## src/rtl/scc_pkg.sv

```systemverilog
package scc_pkg;

  typedef enum logic [2:0] {
    SEL_NONE    = 3'd0,
    SEL_LO_PAIR = 3'd1,
    SEL_MID_Q90 = 3'd2,
    SEL_HI_H180 = 3'd3,
    SEL_UZ_RLIM = 3'd4,
    SEL_LLIM_ZU = 3'd5,
    SEL_UO_R180 = 3'd6
  } sel_e;

endpackage

```

## src/rtl/scc_classify.sv

```systemverilog
module scc_classify
  import scc_pkg::*;
(
  input  logic [3:0] edge_found,
  output sel_e       sel
);

  always_comb begin
    case (edge_found)
      4'b0111: sel = SEL_LO_PAIR;
      4'b1110: sel = SEL_MID_Q90;
      4'b1100: sel = SEL_HI_H180;
      4'b0001: sel = SEL_UZ_RLIM;
      4'b0010: sel = SEL_LLIM_ZU;
      4'b0100: sel = SEL_UO_R180;
      default: sel = SEL_NONE;
    endcase
  end

endmodule

```

## src/rtl/scc_arith.sv

```systemverilog
module scc_arith
  import scc_pkg::*;
#(
  parameter int TAP_W = 6
) (
  input  sel_e              sel,
  input  logic [TAP_W-1:0]  pos_uz,
  input  logic [TAP_W-1:0]  pos_zu,
  input  logic [TAP_W-1:0]  pos_uo,
  input  logic [TAP_W-1:0]  pos_ou,
  input  logic [TAP_W-1:0]  lim_left,
  input  logic [TAP_W-1:0]  lim_right,
  input  logic [TAP_W-1:0]  taps_q90,
  output logic [TAP_W-1:0]  result
);

  localparam int SW = TAP_W + 3;

  logic [TAP_W-1:0]    opa, opb;
  logic [TAP_W:0]      sum;
  logic [TAP_W+1:0]    off;
  logic signed [SW-1:0] raw, left_s, right_s, lo_cl, hi_cl;

  // operand and offset selection
  always_comb begin
    opa = '0;
    opb = '0;
    off = '0;
    case (sel)
      SEL_LO_PAIR: begin opa = pos_uz;   opb = pos_zu;    end
      SEL_MID_Q90: begin opa = pos_zu;   opb = pos_uo;    off = {2'b00, taps_q90}; end
      SEL_HI_H180: begin opa = pos_uo;   opb = pos_ou;    off = {1'b0, taps_q90, 1'b0}; end
      SEL_UZ_RLIM: begin opa = pos_uz;   opb = lim_right; end
      SEL_LLIM_ZU: begin opa = lim_left; opb = pos_zu;    end
      SEL_UO_R180: begin opa = pos_uo;   opb = lim_right; off = {1'b0, taps_q90, 1'b0}; end
      default:     begin opa = '0;       opb = '0;        end
    endcase
  end

  // truncating midpoint, signed offset, window clamp
  always_comb begin
    sum     = {1'b0, opa} + {1'b0, opb};
    raw     = signed'({3'b000, sum[TAP_W:1]}) - signed'({1'b0, off});
    left_s  = signed'({3'b000, lim_left});
    right_s = signed'({3'b000, lim_right});
    lo_cl   = (raw < left_s) ? left_s : raw;
    hi_cl   = (lo_cl > right_s) ? right_s : lo_cl;
    result  = hi_cl[TAP_W-1:0];
  end

endmodule

```

## src/rtl/strobe_center_calc.sv

```systemverilog
module strobe_center_calc
  import scc_pkg::*;
#(
  parameter int TAP_W = 6
) (
  input  logic             clk,
  input  logic             rst_n,
  input  logic             start,
  input  logic [3:0]       edge_found,
  input  logic [TAP_W-1:0] pos_uz,
  input  logic [TAP_W-1:0] pos_zu,
  input  logic [TAP_W-1:0] pos_uo,
  input  logic [TAP_W-1:0] pos_ou,
  input  logic [TAP_W-1:0] lim_left,
  input  logic [TAP_W-1:0] lim_right,
  input  logic [TAP_W-1:0] taps_q90,
  output logic [TAP_W-1:0] center_tap,
  output logic             center_valid,
  output logic             center_err
);

  sel_e             sel;
  logic [TAP_W-1:0] tgt;
  logic [TAP_W-1:0] tap_d, tap_q;
  logic             vld_d, vld_q, err_d, err_q;
  logic             known;

  scc_classify u_cls (
    .edge_found (edge_found),
    .sel        (sel)
  );

  scc_arith #(.TAP_W(TAP_W)) u_ar (
    .sel       (sel),
    .pos_uz    (pos_uz),
    .pos_zu    (pos_zu),
    .pos_uo    (pos_uo),
    .pos_ou    (pos_ou),
    .lim_left  (lim_left),
    .lim_right (lim_right),
    .taps_q90  (taps_q90),
    .result    (tgt)
  );

  // next state
  always_comb begin
    known = (sel != SEL_NONE);
    vld_d = start & known;
    err_d = start & ~known;
    tap_d = tap_q;
    if (start) tap_d = known ? tgt : '0;
  end

  // registers
  always_ff @(posedge clk or negedge rst_n) begin
    if (!rst_n) begin
      tap_q <= '0;
      vld_q <= 1'b0;
      err_q <= 1'b0;
    end else begin
      tap_q <= tap_d;
      vld_q <= vld_d;
      err_q <= err_d;
    end
  end

  assign center_tap   = tap_q;
  assign center_valid = vld_q;
  assign center_err   = err_q;

  AST_ONE_RESULT: assert property (@(posedge clk) disable iff (!rst_n) start |=> (center_valid ^ center_err));
  AST_NO_SPURIOUS: assert property (@(posedge clk) disable iff (!rst_n) !start |=> !(center_valid || center_err));
  AST_HOLD_TAP: assert property (@(posedge clk) disable iff (!rst_n) !start |=> $stable(center_tap));
  AST_ERR_ZERO: assert property (@(posedge clk) disable iff (!rst_n) center_err |-> (center_tap == '0));
  AST_IN_WINDOW: assert property (@(posedge clk) disable iff (!rst_n)
    (start && known && (lim_left <= lim_right)) |=>
    (center_tap >= $past(lim_left) && center_tap <= $past(lim_right)));

endmodule

```

## config.mk

```make
export PLATFORM = sky130hd
export DESIGN_NAME = strobe_center_calc
export DESIGN_NICKNAME = d
export VERILOG_FILES = /design/src/rtl/scc_pkg.sv /design/src/rtl/scc_classify.sv /design/src/rtl/scc_arith.sv /design/src/rtl/strobe_center_calc.sv
export SDC_FILE = /design/constraint.sdc
export NUM_CORES = 1
export LEC_CHECK = 0
export ABC_AREA = 1
export CAP_MARGIN = 10
export CORE_ASPECT_RATIO = 1.2
export CORE_MARGIN = 10
export CORE_UTILIZATION = 30
export CTS_BUF_LIST = sky130_fd_sc_hd__clkbuf_4
export DETAILED_ROUTE_END_ITERATION = 8
export PLACE_DENSITY = 0.66
export SLEW_MARGIN = 10
export SYNTH_ARGS = -nofsm -noshare
export SYNTH_HDL_FRONTEND = slang
export SYNTH_SLANG_ARGS = --single-unit
```

## constraint.sdc

```tcl
create_clock -name clk -period 0.99 [get_ports clk]
set_clock_uncertainty 0.2 [all_clocks]
set_input_delay 0.198 -clock clk [delete_from_list [all_inputs] [get_ports clk]]
set_output_delay 0.198 -clock clk [all_outputs]
set_load 0.1 [all_outputs]
```

==> metrics.cfg <==
[outcome]
status = finished with violations
violations = setup timing

[detailed_routing]
wl_mm = 8.06
num_vias = 2659
route.detailed.drc = 0
ant_nets = 0
wl_per_cell_um = 14.5
via_per_inst = 4.79
drt_iter0_markers = 213
first_pass_iters = 6

[worst_setup_path]
worstSetupStartpoint = edge_found[3]
crit_path_max_fanout = 7
worstPathRequired_ps = 980
reg2reg_depth = 3
crit-reg2reg-launch = center_tap[3]
path_class = in2reg
cp_slowest_stage_delay_ps = 400
r2r-end = center_tap[3]
worstSetupEndpointType = register
crit_end = center_tap[1]
cpMostUsedCell = nand2_2
worst_path_max_delay_cell = fa_2
cp-start-kind = input pin
r2r_slack_ps = -10
arrival_ps = 5400

[layout]
drive_gt1_share_pct = 47.6
syn_to_final_growth_pct = 110
nets = 549
fin_cells = 555
utilization_pct = 64.0
antenna_cells = 0

[floorplanning]
die_h_um = 106
start_util_pct = 30.6
io_pins = 57
core.rowCount = 31
die-area_sq_mm = 0.00967
die_x_um = 91.4
core_region_area_sq_mm = 0.00601

[place]
place_congestion = 0.887
dp.cells = 522
hpwl_mm = 5.76
numPortBuffers = 56

[global_routing]
grt_overflow = 0
antenna_found_initial = 0
grt_pass1_wl_mm = 13.6
grt_pass1_vias = 2922
grtUsageTotal_pct = 16.8
grt_max_degree = 8

[power]
p_leak_nw = 1.97
ir_drop_v = 0.00159
power_density_mw_per_mm2 = 2290
p_total_w = 0.00882

[timing]
fmax_ghz = 0.185
fin_ws_ps = -4420
report.final.hold_viol_count = 0
grt_setup_unrepaired = yes
fin_hold_ws_ps = 47.5
slew_viol_final = 0
worst_pin_slew_ps = 403
fin_crit_ps = 5410
slew_headroom_pct = 73.1
finalSetupViolations = 16
finalCritPeriodShare_pct = 547

[logic_synthesis]
synth_fp_nets = 389
ys_warn_count = 0
ys_types = 30
async_reset_ff_share_pct = 100
syn_area_sq_mm = 0.00184
ys_seq_elements = 8
synth_top_cell_by_area = nand2_1
synth_top_flop_cell = dfrtp_1
synth.area.top_cells = nand2_1 (19%), ha_1 (16%), inv_1 (13%)
synth_top_area_share_pct = 19.2
ys_seq_area_share_pct = 10.9
synth_commonest_cells = nand2_1 (94), inv_1 (65), nand3_1 (33), ha_1 (23), a21oi_1 (13)
avgSynthCellArea_sq_um = 5.83
syn-instance-count = 315
yosys.cell_count.top_type = nand2_1
synth_edf_count = 0

[clocking]
cts_tree = yes
clk_pin_slew_ps = 50
clock-sinks = 8
root_buffer = clkbuf_4
clock_latency_ps = 250
numCtsBuffers = 3
clk_path_buf_depth = 2
cts_max_level = 1

[job]
maxCapViolCount = 0

[worst_hold_path]
hold_class = in2async

==> placed cells by master, fill, tap and decap left out, types with 11 or more instances in the layout <==
| cell | count |
|---|---|
| ha_4 | 11 |
| nand2_1 | 69 |
| buf_4 | 99 |
| nand3_2 | 13 |
| inv_1 | 55 |
| inv_2 | 15 |
| nand3_1 | 22 |
| nand2_2 | 25 |
| ha_1 | 12 |
| clkdlybuf4s50_1 | 43 |
==> worst max-delay path, delay by kind of cell <==
family	cells	cell delay (ps)
AND/OR/NAND/NOR	26	1970
XOR/XNOR	2	360
AO/OA/AOI/OAI	5	650
adder cells (fa/ha/maj)	5	1490
buffers and inverters	9	700
==> how the worst min path moves through the flow <==
stage	startpoint	end	slack [ps]
floorplan	rst_n	center_tap[0]	-300
global placement	rst_n	center_tap[4]	310
detailed placement	rst_n	center_tap[4]	310
CTS	rst_n	center_tap[4]	60
global route	rst_n	center_tap[0]	40
finish	rst_n	center_tap[1]	50
==> layout make-up <==
class	count	area, sq um
well taps	82	103
inverters	73	284
flip-flops and latches	8	223
fillers	494	2160
repair buffers	157	1430
clock buffers	3	22.5
multi-input cells	232	1790
==> logic make-up (layout without fill, tap and decap cells) <==
| family | after synthesis | in the layout | share of synthesized area [%] |
|---|---|---|---|
| and+or+nand+nor | 159 | 159 | 39.4 |
| buffers and inverters | 75 | 233 | 15.5 |
| AOI/OAI and AO/OA | 44 | 44 | 14.5 |
| adders and majority gates | 25 | 25 | 17.8 |
| DFF | 8 | 8 | 10.9 |
| xor gates and xnor gates | 4 | 4 | 1.91 |
==> state kept, by name, summed over array words and instances, names as in the netlist <==
register	flops
center_err	1
center_tap	6
center_valid	1
==> timing repair <==
action,CTS,global route
hold buffers,0,0
pin swaps,50,50
endpoints found under the setup margin,16,16
gates cloned,0,0
buffers inserted,61,7
gates resized for setup,70,53
==> layer usage <==
metal	global-route usage (%)	share of wire (%)	up-vias	wire, um
li1	-	-	1336	-
met1	18.4	41	1214	3280
met2	31.9	53	90	4260
met3	1.70	3.5	19	286
met4	6.61	2.9	0	230
met5	0	0	-	0
==> power breakdown <==
| group | switching, W | internal [W] | total, W | leakage [nW] |
|---|---|---|---|---|
| clock | 0.000105 | 0.000138 | 0.000243 | 0.0138 |
| sequential | 0.0000999 | 0.000470 | 0.000570 | 0.0948 |
| combinational | 0.00418 | 0.00383 | 0.00801 | 1.86 |
==> through the flow <==
step | area, sq um | setup TNS [ps] | setup slack [ps]
2_1_floorplan | 1940 | -25680 | -4150
3_3_place_gp | 3200 | -32470 | -5040
3_5_place_dp | 3200 | -33720 | -5240
4_1_cts | 3860 | -36030 | -4280
5_1_grt | 3850 | -32080 | -4830
6_report | 3850 | -29390 | -4420
Note: power is estimated with default switching activity, not from simulation.
